`config.mk`:
```
export PLATFORM = sky130hd
export DESIGN_NAME = serial_tri_uart
export DESIGN_NICKNAME = d
export VERILOG_FILES = /design/src/rtl/tsu_pkg.sv /design/src/rtl/tsu_baud_tick.sv /design/src/rtl/tsu_tx.sv /design/src/rtl/tsu_rx.sv /design/src/rtl/serial_tri_uart.sv
export SDC_FILE = /design/constraint.sdc
export NUM_CORES = 1
export LEC_CHECK = 0
export ABC_AREA = 0
export CORE_MARGIN = 5
export CORE_UTILIZATION = 51
export CTS_CLUSTER_DIAMETER = 100
export DETAILED_ROUTE_END_ITERATION = 10
export PLACE_DENSITY = 0.84
export REMOVE_ABC_BUFFERS = 1
export SLEW_MARGIN = 10
export SYNTH_ARGS = -nofsm -noshare
export SYNTH_HDL_FRONTEND = slang
export SYNTH_SLANG_ARGS = --single-unit
```
`constraint.sdc`:
```
create_clock -name clk -period 1.75 [get_ports clk]
set_input_delay 0.35 -clock clk [delete_from_list [all_inputs] [get_ports clk]]
set_output_delay 0.35 -clock clk [all_outputs]
set_load 0.005 [all_outputs]
```
`src/rtl/tsu_pkg.sv`:
```
package tsu_pkg;

    localparam int OS_RATE  = 16;
    localparam int OS_W     = $clog2(OS_RATE);
    localparam int SAMP_LO  = 7;
    localparam int SAMP_MID = 8;
    localparam int SAMP_HI  = 9;
    localparam int OS_LAST  = OS_RATE - 1;

    typedef enum logic [2:0] {
        PH_IDLE,
        PH_START,
        PH_DATA,
        PH_PAR,
        PH_STOP
    } phase_e;

    typedef struct packed {
        logic noise;
        logic frame;
        logic parity;
    } rx_err_t;

    function automatic logic maj3(input logic a, input logic b, input logic c);
        return (a & b) | (a & c) | (b & c);
    endfunction

    function automatic logic split3(input logic a, input logic b, input logic c);
        return (a ^ b) | (b ^ c);
    endfunction

endpackage

```
`src/rtl/tsu_baud_tick.sv`:
```
module tsu_baud_tick #(
    parameter int DIV_W = 16
) (
    input  logic             clk,
    input  logic             rst,
    input  logic [DIV_W-1:0] div,
    output logic             tick
);
    logic [DIV_W-1:0] cnt;

    assign tick = (cnt == div);

    always_ff @(posedge clk) begin
        if (rst) begin
            cnt <= '0;
        end else if (tick) begin
            cnt <= '0;
        end else begin
            cnt <= cnt + 1'b1;
        end
    end


    tick_gap_chk: assert property (@(posedge clk) disable iff (rst)
        (tick && div != '0) |=> !tick);

endmodule

```
`src/rtl/tsu_tx.sv`:
```
module tsu_tx
    import tsu_pkg::*;
#(
    parameter int DATA_W = 8
) (
    input  logic              clk,
    input  logic              rst,
    input  logic              tick,
    input  logic              par_en,
    input  logic              par_odd,
    input  logic [DATA_W-1:0] data,
    input  logic              valid,
    output logic              ready,
    output logic              line,
    output logic              busy
);
    localparam int IDX_W = (DATA_W > 1) ? $clog2(DATA_W) : 1;

    phase_e            ph;
    logic [OS_W-1:0]   os;
    logic [IDX_W-1:0]  idx;
    logic [DATA_W-1:0] shreg;
    logic              parbit;

    assign busy  = (ph != PH_IDLE);
    assign ready = !busy;

    always_comb begin
        case (ph)
            PH_START: line = 1'b0;
            PH_DATA:  line = shreg[0];
            PH_PAR:   line = parbit;
            default:  line = 1'b1;
        endcase
    end

    always_ff @(posedge clk) begin
        if (rst) begin
            ph     <= PH_IDLE;
            os     <= '0;
            idx    <= '0;
            shreg  <= '0;
            parbit <= 1'b0;
        end else if (ph == PH_IDLE) begin
            if (valid) begin
                shreg  <= data;
                parbit <= (^data) ^ par_odd;
                os     <= '0;
                idx    <= '0;
                ph     <= PH_START;
            end
        end else if (tick) begin
            if (os == OS_W'(OS_LAST)) begin
                os <= '0;
                case (ph)
                    PH_START: begin
                        ph  <= PH_DATA;
                        idx <= '0;
                    end
                    PH_DATA: begin
                        shreg <= shreg >> 1;
                        if (idx == IDX_W'(DATA_W - 1)) begin
                            ph <= par_en ? PH_PAR : PH_STOP;
                        end else begin
                            idx <= idx + 1'b1;
                        end
                    end
                    PH_PAR:  ph <= PH_STOP;
                    default: ph <= PH_IDLE;
                endcase
            end else begin
                os <= os + 1'b1;
            end
        end
    end


    tx_accept_chk: assert property (@(posedge clk) disable iff (rst)
        (valid && ready) |=> (busy && !line));


    tx_bit_hold_chk: assert property (@(posedge clk) disable iff (rst)
        (busy && !tick) |=> $stable(line));

endmodule

```
`src/rtl/tsu_rx.sv`:
```
module tsu_rx
    import tsu_pkg::*;
#(
    parameter int DATA_W = 8
) (
    input  logic              clk,
    input  logic              rst,
    input  logic              tick,
    input  logic              line_in,
    input  logic              par_en,
    input  logic              par_odd,
    output logic [DATA_W-1:0] data,
    output logic              valid,
    input  logic              ready,
    output rx_err_t           err
);
    localparam int IDX_W = (DATA_W > 1) ? $clog2(DATA_W) : 1;

    logic              sync1, sync2;
    phase_e            ph;
    logic [OS_W-1:0]   os;
    logic [IDX_W-1:0]  idx;
    logic [DATA_W-1:0] shreg;
    logic              s_lo, s_mid, s_hi;
    logic              noise_acc;
    logic              parbit;

    logic third, bit_val, bit_bad, stop_done;

    assign third     = (ph == PH_STOP) ? sync2 : s_hi;
    assign bit_val   = maj3(s_lo, s_mid, third);
    assign bit_bad   = split3(s_lo, s_mid, third);
    assign stop_done = tick && (ph == PH_STOP) && (os == OS_W'(SAMP_HI));

    always_ff @(posedge clk) begin
        if (rst) begin
            sync1 <= 1'b1;
            sync2 <= 1'b1;
        end else begin
            sync1 <= line_in;
            sync2 <= sync1;
        end
    end

    always_ff @(posedge clk) begin
        if (rst) begin
            ph        <= PH_IDLE;
            os        <= '0;
            idx       <= '0;
            shreg     <= '0;
            s_lo      <= 1'b1;
            s_mid     <= 1'b1;
            s_hi      <= 1'b1;
            noise_acc <= 1'b0;
            parbit    <= 1'b0;
        end else if (tick) begin
            if (ph == PH_IDLE) begin
                if (!sync2) begin
                    ph        <= PH_START;
                    os        <= OS_W'(1);
                    noise_acc <= 1'b0;
                end
            end else begin
                if (os == OS_W'(SAMP_LO))  s_lo  <= sync2;
                if (os == OS_W'(SAMP_MID)) s_mid <= sync2;
                if (os == OS_W'(SAMP_HI))  s_hi  <= sync2;
                if (stop_done) begin
                    ph <= PH_IDLE;
                    os <= '0;
                end else if (os == OS_W'(OS_LAST)) begin
                    os        <= '0;
                    noise_acc <= noise_acc | bit_bad;
                    case (ph)
                        PH_START: begin
                            ph  <= bit_val ? PH_IDLE : PH_DATA;
                            idx <= '0;
                        end
                        PH_DATA: begin
                            shreg <= {bit_val, shreg[DATA_W-1:1]};
                            if (idx == IDX_W'(DATA_W - 1)) begin
                                ph <= par_en ? PH_PAR : PH_STOP;
                            end else begin
                                idx <= idx + 1'b1;
                            end
                        end
                        default: begin
                            parbit <= bit_val;
                            ph     <= PH_STOP;
                        end
                    endcase
                end else begin
                    os <= os + 1'b1;
                end
            end
        end
    end

    always_ff @(posedge clk) begin
        if (rst) begin
            data  <= '0;
            valid <= 1'b0;
            err   <= '0;
        end else if (valid) begin
            if (ready) begin
                valid <= 1'b0;
                err   <= '0;
            end
        end else if (stop_done) begin
            data       <= shreg;
            valid      <= 1'b1;
            err.noise  <= noise_acc | bit_bad;
            err.frame  <= !bit_val;
            err.parity <= par_en && (parbit != ((^shreg) ^ par_odd));
        end
    end


    rx_hold_chk: assert property (@(posedge clk) disable iff (rst)
        (valid && !ready) |=> (valid && $stable(data) && $stable(err)));


    rx_release_chk: assert property (@(posedge clk) disable iff (rst)
        (valid && ready) |=> !valid);


    rx_flag_owner_chk: assert property (@(posedge clk) disable iff (rst)
        (err != '0) |-> valid);

endmodule

```
`src/rtl/serial_tri_uart.sv`:
```
module serial_tri_uart
    import tsu_pkg::*;
#(
    parameter int DIV_W  = 16,
    parameter int DATA_W = 8
) (
    input  logic              clk,
    input  logic              rst,
    input  logic [DIV_W-1:0]  baud_div,
    input  logic              par_en,
    input  logic              par_odd,
    input  logic [DATA_W-1:0] tx_data,
    input  logic              tx_valid,
    output logic              tx_ready,
    output logic              tx_line,
    output logic              tx_busy,
    input  logic              rx_line,
    output logic [DATA_W-1:0] rx_data,
    output logic              rx_valid,
    input  logic              rx_ready,
    output logic              rx_noise_err,
    output logic              rx_frame_err,
    output logic              rx_par_err
);
    logic    tick;
    rx_err_t rx_err;

    tsu_baud_tick #(.DIV_W(DIV_W)) u_tick (
        .clk  (clk),
        .rst  (rst),
        .div  (baud_div),
        .tick (tick)
    );

    tsu_tx #(.DATA_W(DATA_W)) u_tx (
        .clk     (clk),
        .rst     (rst),
        .tick    (tick),
        .par_en  (par_en),
        .par_odd (par_odd),
        .data    (tx_data),
        .valid   (tx_valid),
        .ready   (tx_ready),
        .line    (tx_line),
        .busy    (tx_busy)
    );

    tsu_rx #(.DATA_W(DATA_W)) u_rx (
        .clk     (clk),
        .rst     (rst),
        .tick    (tick),
        .line_in (rx_line),
        .par_en  (par_en),
        .par_odd (par_odd),
        .data    (rx_data),
        .valid   (rx_valid),
        .ready   (rx_ready),
        .err     (rx_err)
    );

    assign rx_noise_err = rx_err.noise;
    assign rx_frame_err = rx_err.frame;
    assign rx_par_err   = rx_err.parity;

endmodule

```
; Word-level counts from Yosys, hierarchy flattened
; Index checks and enable logic that the tools add are counted.
[op_classes]
n_addsub = 5
eq_ne = 23
mux = 47
bitwise_logic = 15
n_reduce_logical = 36
[ops]
columns = operator, n
row1 = 3-bit two-way mux, 20
row2 = 8-bit two-way mux, 5
row3 = 4-bit two-way mux, 8
row4 = 3-bit case mux with 2 select lines, 3
row5 = 16-bit by 1-bit adder with 16-bit output (second input constant), 1
row6 = 16-bit equality test, 1
row7 = 4-bit equality test (second input constant), 4
row8 = 4-bit AND reduction, 4
row9 = 8-bit parity, 2
row10 = 5-bit AND reduction, 3
row11 = 2-bit nonzero test, 6
row12 = 2-bit inequality test (second input constant), 5
row13 = 2-bit AND reduction, 5
row14 = 3-bit by 2-bit equality test with 1-bit output (second input constant), 3
row15 = 3-bit equality test (second input constant), 3
row16 = 3-bit case mux with 3 select lines, 1
row17 = 3-bit AND reduction, 3
row18 = 3-bit nonzero test, 3
row19 = 4-bit by 1-bit adder with 4-bit output (second input constant), 2
row20 = 1-bit two-way mux, 8
row21 = 3-bit by 1-bit adder with 3-bit output (second input constant), 2
row22 = 3-bit by 1-bit equality test with 1-bit output (second input constant), 2
row23 = 3-bit logical NOT, 2
row24 = 6-bit AND reduction, 1
row25 = 14 further kinds, 29
[word_totals]
register_bits = 72
in_bits = 31
out_inout_bits = 15
elab_cells = 148

; Logic depth before layout (Yosys ltp)
[depth]
depth_word = 10
depth_mapped = 8
mapped_depth_nobuf = 7

; Hierarchy
; A second synthesis with hierarchy kept.
[unflattened]
cells_unflattened = 447
hier_area_um2 = 3895.0
[by_module_without_submodules]
columns = module, n_inst, cells_each, area_each_um2, seq_area_each_um2
row1 = tsu_rx, 1, 213, 1813.0, 740.7
row2 = tsu_tx, 1, 133, 1181.1, 380.4
row3 = tsu_baud_tick, 1, 101, 900.9, 320.3

; Least setup slack after synthesis
; OpenSTA, ideal clock, no wires.
[synth_path]
path_kind = input to register
from = input port baud_div[14]
to = register u_rx.ph[0]
setup_ns = 0.135
arrival_time_ns = 1.743
required_time_ns = 1.615
path_slack_ns = -0.128
path_stages = 6
path_buffers = 1
path_cell_list = xor2_1 nor4_2 nand4_4 buf_2 o311ai_0 o41ai_1
[synth_between]
elab_chain_cells = 5
word_cells_on_any_way = 8
classes_between = 2 x eq/ne / 2 x mux / 4 x reduce/logical
[synth_lines]
columns = element, line_no
row1 = from (decl), serial_tri_uart.sv:9  ; input logic [DIV_W-1:0] baud_div,
row2 = 16-bit equality test *, tsu_baud_tick.sv:11  ; assign tick = (cnt == div);
row3 = 1-bit logical AND (2 in a row), tsu_rx.sv:33  ; assign stop_done = tick && (ph == PH_STOP) && (os == OS_W'(SAMP_HI));
row4 = 4-bit by 1-bit inequality test with 1-bit output (no source line) (tied with other cells), --
row5 = 4-bit AND reduction (no source line) or 3-bit two-way mux (tied branches), --
row6 = to (signal assigned), tsu_rx.sv:75  ; ph <= bit_val ? PH_IDLE : PH_DATA;
row7 = to (signal assigned), tsu_rx.sv:81  ; ph <= par_en ? PH_PAR : PH_STOP;
row8 = to (decl), tsu_rx.sv:20  ; phase_e ph;
; Mark *: on every way between the ends. The rest lies on a longest branch, timed or not.
; A chain may end at the register's enable or synchronous reset.

; Final worst setup path
[layout_path]
from = register u_tick.cnt[4]
to = register u_rx.os[0]
[layout_between]
elab_chain_cells = 5
word_cells_on_any_way = 6
classes_between = 1 x eq/ne / 2 x mux / 3 x reduce/logical
[layout_lines]
columns = element, line_no
row1 = from (decl), tsu_baud_tick.sv:9  ; logic [DIV_W-1:0] cnt;
row2 = from (signal assigned), tsu_baud_tick.sv:19  ; cnt <= cnt + 1'b1;
row3 = 16-bit equality test *, tsu_baud_tick.sv:11
row4 = 1-bit logical AND (2 in a row), tsu_rx.sv:33
row5 = 4-bit two-way mux, tsu_rx.sv:67  ; if (stop_done) begin
row6 = 4-bit two-way mux, tsu_rx.sv:57  ; if (ph == PH_IDLE) begin
row7 = to (signal assigned), tsu_rx.sv:92  ; os <= os + 1'b1;
row8 = to (decl), tsu_rx.sv:21  ; logic [OS_W-1:0] os;
; Marks and branches as above.

==> impl_results.md <==
* Final Hold Slack at 0.439 ns
* Fraction of synthesis flops using an asynchronous set or reset pin at 0%
* Final hold viol count at 0
* Leakage power total at 2.25 nW
* Worst Skew at 0.00884 ns
* CTS tree: built
* Later-pin clock latency in the skew report at 0.37 ns
* H-tree level count at 3
* Share of the clock period used by the worst path at 123%
* Worst-margin pin slew at 0.636 ns
* Commonest cells after routing, fill and taps aside: sky130_fd_sc_hd__buf_4, sky130_fd_sc_hd__dfxtp_1, sky130_fd_sc_hd__nand2_1
* Wire length after detailed routing at 16800 µm
* Syn Area/Cell at 8.59 µm²
* Initial antenna violation count at 0
* Total count of max-transition violations in the final report at 0
* Unrepaired setup endpoints after global routing: yes
* Area taken by flip-flops and latches at 1450 µm²
* Maximum number of pins on one net before global-route repair at 29
* Die outline height at 97.4 µm
* Result of the run: complete, but fails checks
* Number of filler instances in the final layout at 324
* Initial DRT Pass Iterations at 6
* Total of flip-flops plus latches after synthesis at 72
* Critical path class: flip-flop to flip-flop
* Total area of multi-input combinational cells at 2960 µm²
* Summed area of non-filler cells in the final layout at 6080 µm²
* Top post-synthesis cells by area: sky130_fd_sc_hd__dfxtp_1, sky130_fd_sc_hd__xor2_1, sky130_fd_sc_hd__a21oi_1
* Critical path required time at 1.99 ns
* Post-Synthesis Cells at 453
* Number of buffers created by CTS at 9
* Detailed placement HPWL at 6930 µm
* Inst Count DP at 633
* Via/cell ratio at 6.66
* Most frequently used flop master after synthesis: sky130_fd_sc_hd__dfxtp_1
* Max Clk Rate at 0.466 GHz
* Overall power of the completed layout at 0.00404 W
* Final worst slack at -0.396 ns
* Core Region at 7330 µm²
* Ant diodes at 0
* Final non-filler cell total at 681
* Critical Path Fanout Max at 7
* Width of the die at 97.4 µm
* Data arrival, critical path at 2.38 ns
* Number of distinct library cells after synthesis at 58
* Antenna Violating Nets Remaining at 0
* IR drop worst, VDD at 0.000614 V
* Min Tclk post-route at 2.15 ns
* Net count reported at finish at 619
* Clock Root Buffer: sky130_fd_sc_hd__clkbuf_8
* Power Dens Cells at 664 nW/µm²
* Max-cap viol count at 0
* Starting density of the core at 53.1%
* DRC violation total after the first TritonRoute iteration at 518
* Top cell type's share of synthesized area at 37.0%
* Slew HR at 57.3%
* Failing checks: negative setup slack
* Worst Setup End Kind: flip-flop
* Wire length of the first global-routing pass at 21400 µm
* Port Buf Inserts at 45
* Number of cell rows at 31
* Most common cell after layout, fill and taps aside: sky130_fd_sc_hd__buf_4
* Clock Pin Slew Worst Setup and Hold Paths at 0.08 ns
* Final-report setup violation count at 70
* Total I/O pin count at 46
* Number of global-route vias before repair at 4307
* Die area at 9480 µm²
* Yosys warnings at 0
* Synth-to-Final Area Change at 56.3%
* Wirelength per Cell at 24.7 µm
* Total via count in the routed design at 4533
* Critical path startpoint category: flip-flop
* Area leader, netlist: sky130_fd_sc_hd__dfxtp_1
* Final Wtd Congestion at 0.867
* DRC at 0
* Sink count of the clock tree at 72
* Ratio of cells with drive above 1 in the final layout at 41.2%
* GRT overflow at 0
* Post-synthesis instance area at 3890 µm²
* Number of enable flip-flop cells after synthesis at 0
* Largest buffer count on any clock path at 2
* Total routing resource utilization after global routing at 27.5%
* Hold-fix buffer count after cts at 0
* Class of the worst hold path: flip-flop to flip-flop
* Sequential area share after synthesis at 37.0%
* Dpl cell area at 4800 µm²
## cells in the mapped netlist, types with 6 or more instances
library cell and number:
sky130_fd_sc_hd__nor3_1 8, sky130_fd_sc_hd__inv_1 7, sky130_fd_sc_hd__nand2_1 33, sky130_fd_sc_hd__nor2_1 37, sky130_fd_sc_hd__clkbuf_1 16, sky130_fd_sc_hd__nor2b_1 10
sky130_fd_sc_hd__o21ai_0 27, sky130_fd_sc_hd__dfxtp_1 72, sky130_fd_sc_hd__a21oi_1 42, sky130_fd_sc_hd__ha_1 11, sky130_fd_sc_hd__mux2_2 9, sky130_fd_sc_hd__xnor2_1 19
sky130_fd_sc_hd__mux2i_1 8, sky130_fd_sc_hd__nand4_1 6, sky130_fd_sc_hd__xor2_1 28, sky130_fd_sc_hd__nand3_1 37
## repair_timing
| action | 4_1_cts | 5_1_grt |
|---|---|---|
| gates resized for setup | 92 | 133 |
| endpoints found under the setup margin | 72 | 73 |
| buffers inserted | 19 | 14 |
| cloned | 7 | 0 |
| pin swaps | 28 | 59 |
## metal layers
layer | up-vias | track usage, % | part of all wire (%)
met5 | - | 0 | 0
met4 | 0 | 16.8 | 8.8
met3 | 155 | 5.96 | 9.7
met2 | 413 | 46.7 | 47
met1 | 2097 | 31.4 | 34
li1 | 1868 | - | -
## metrics by stage
stage               worst slack, ns  TNS (ns)  utilization, %
global route                 -0.467    -22.12            83.0
global placement             -0.644    -35.90            65.5
detailed placement           -0.818    -40.42            65.5
floorplan                    -0.654    -22.98               -
CTS                          -0.260     -9.49            76.3
finish                       -0.396    -18.28            83.0
## final cells by class
type | instances | area share [%]
Multi-Input combinational cell | 345 | 48.7
Sequential cell | 72 | 23.9
Timing Repair Buffer | 140 | 21.9
Clock buffer | 10 | 2.10
Tap cell | 99 | 2.04
Clock inverter | 6 | 0.761
Inverter | 9 | 0.638
## where the power goes
part	internal [W]	switching [W]	total [W]
Combinational	0.000534	0.000534	0.00107
Clock	0.000520	0.000730	0.00125
Sequential	0.00169	0.0000322	0.00172
Total	0.00274	0.00130	0.00404
## path summary, 6_finish.rpt
check	slack (ns)	startpoint	endpoint	cells past startpoint
max	-0.40	u_tick.cnt[4]	u_rx.os[0]	8
min	0.44	u_rx.sync1	u_rx.sync2	1
max reg2reg	-0.40	u_tick.cnt[4]	u_rx.os[0]	8
min reg2reg	0.44	u_rx.sync1	u_rx.sync2	1
## state kept, by name (all words and copies together) (netlist names)
register	cells
u_rx.err	3
u_rx.s_mid	1
u_rx.idx	3
u_rx.sync2	1
u_rx.valid	1
u_rx.data	8
u_rx.noise_acc	1
u_rx.ph	3
u_rx.os	4
u_rx.sync1	1
u_tick.cnt	16
u_tx.shreg	8
u_rx.s_hi	1
u_tx.os	4
u_rx.parbit	1
u_tx.parbit	1
u_tx.idx	3
u_rx.s_lo	1
u_tx.ph	3
u_rx.shreg	8
## cells by family after synthesis
logic type	share of synthesized area [%]
DFF	37.0
adders and majority gates	3.54
xor gates and xnor gates	10.6
muxes	4.66
AOI/OAI and AO/OA	17.2
and+or+nand+nor	22.2
buffers and inverters	4.76
## critical path, cell delays in order (launching register included)
cell	delay [ns]
sky130_fd_sc_hd__dfxtp_1	0.35
sky130_fd_sc_hd__xor2_1	0.20
sky130_fd_sc_hd__nor4_2	0.33
sky130_fd_sc_hd__buf_4	0.20
sky130_fd_sc_hd__nand4_4	0.20
sky130_fd_sc_hd__buf_6	0.22
sky130_fd_sc_hd__buf_4	0.15
sky130_fd_sc_hd__a311oi_1	0.29
sky130_fd_sc_hd__nor3_1	0.08
Note: power is estimated with default switching activity, not from simulation.
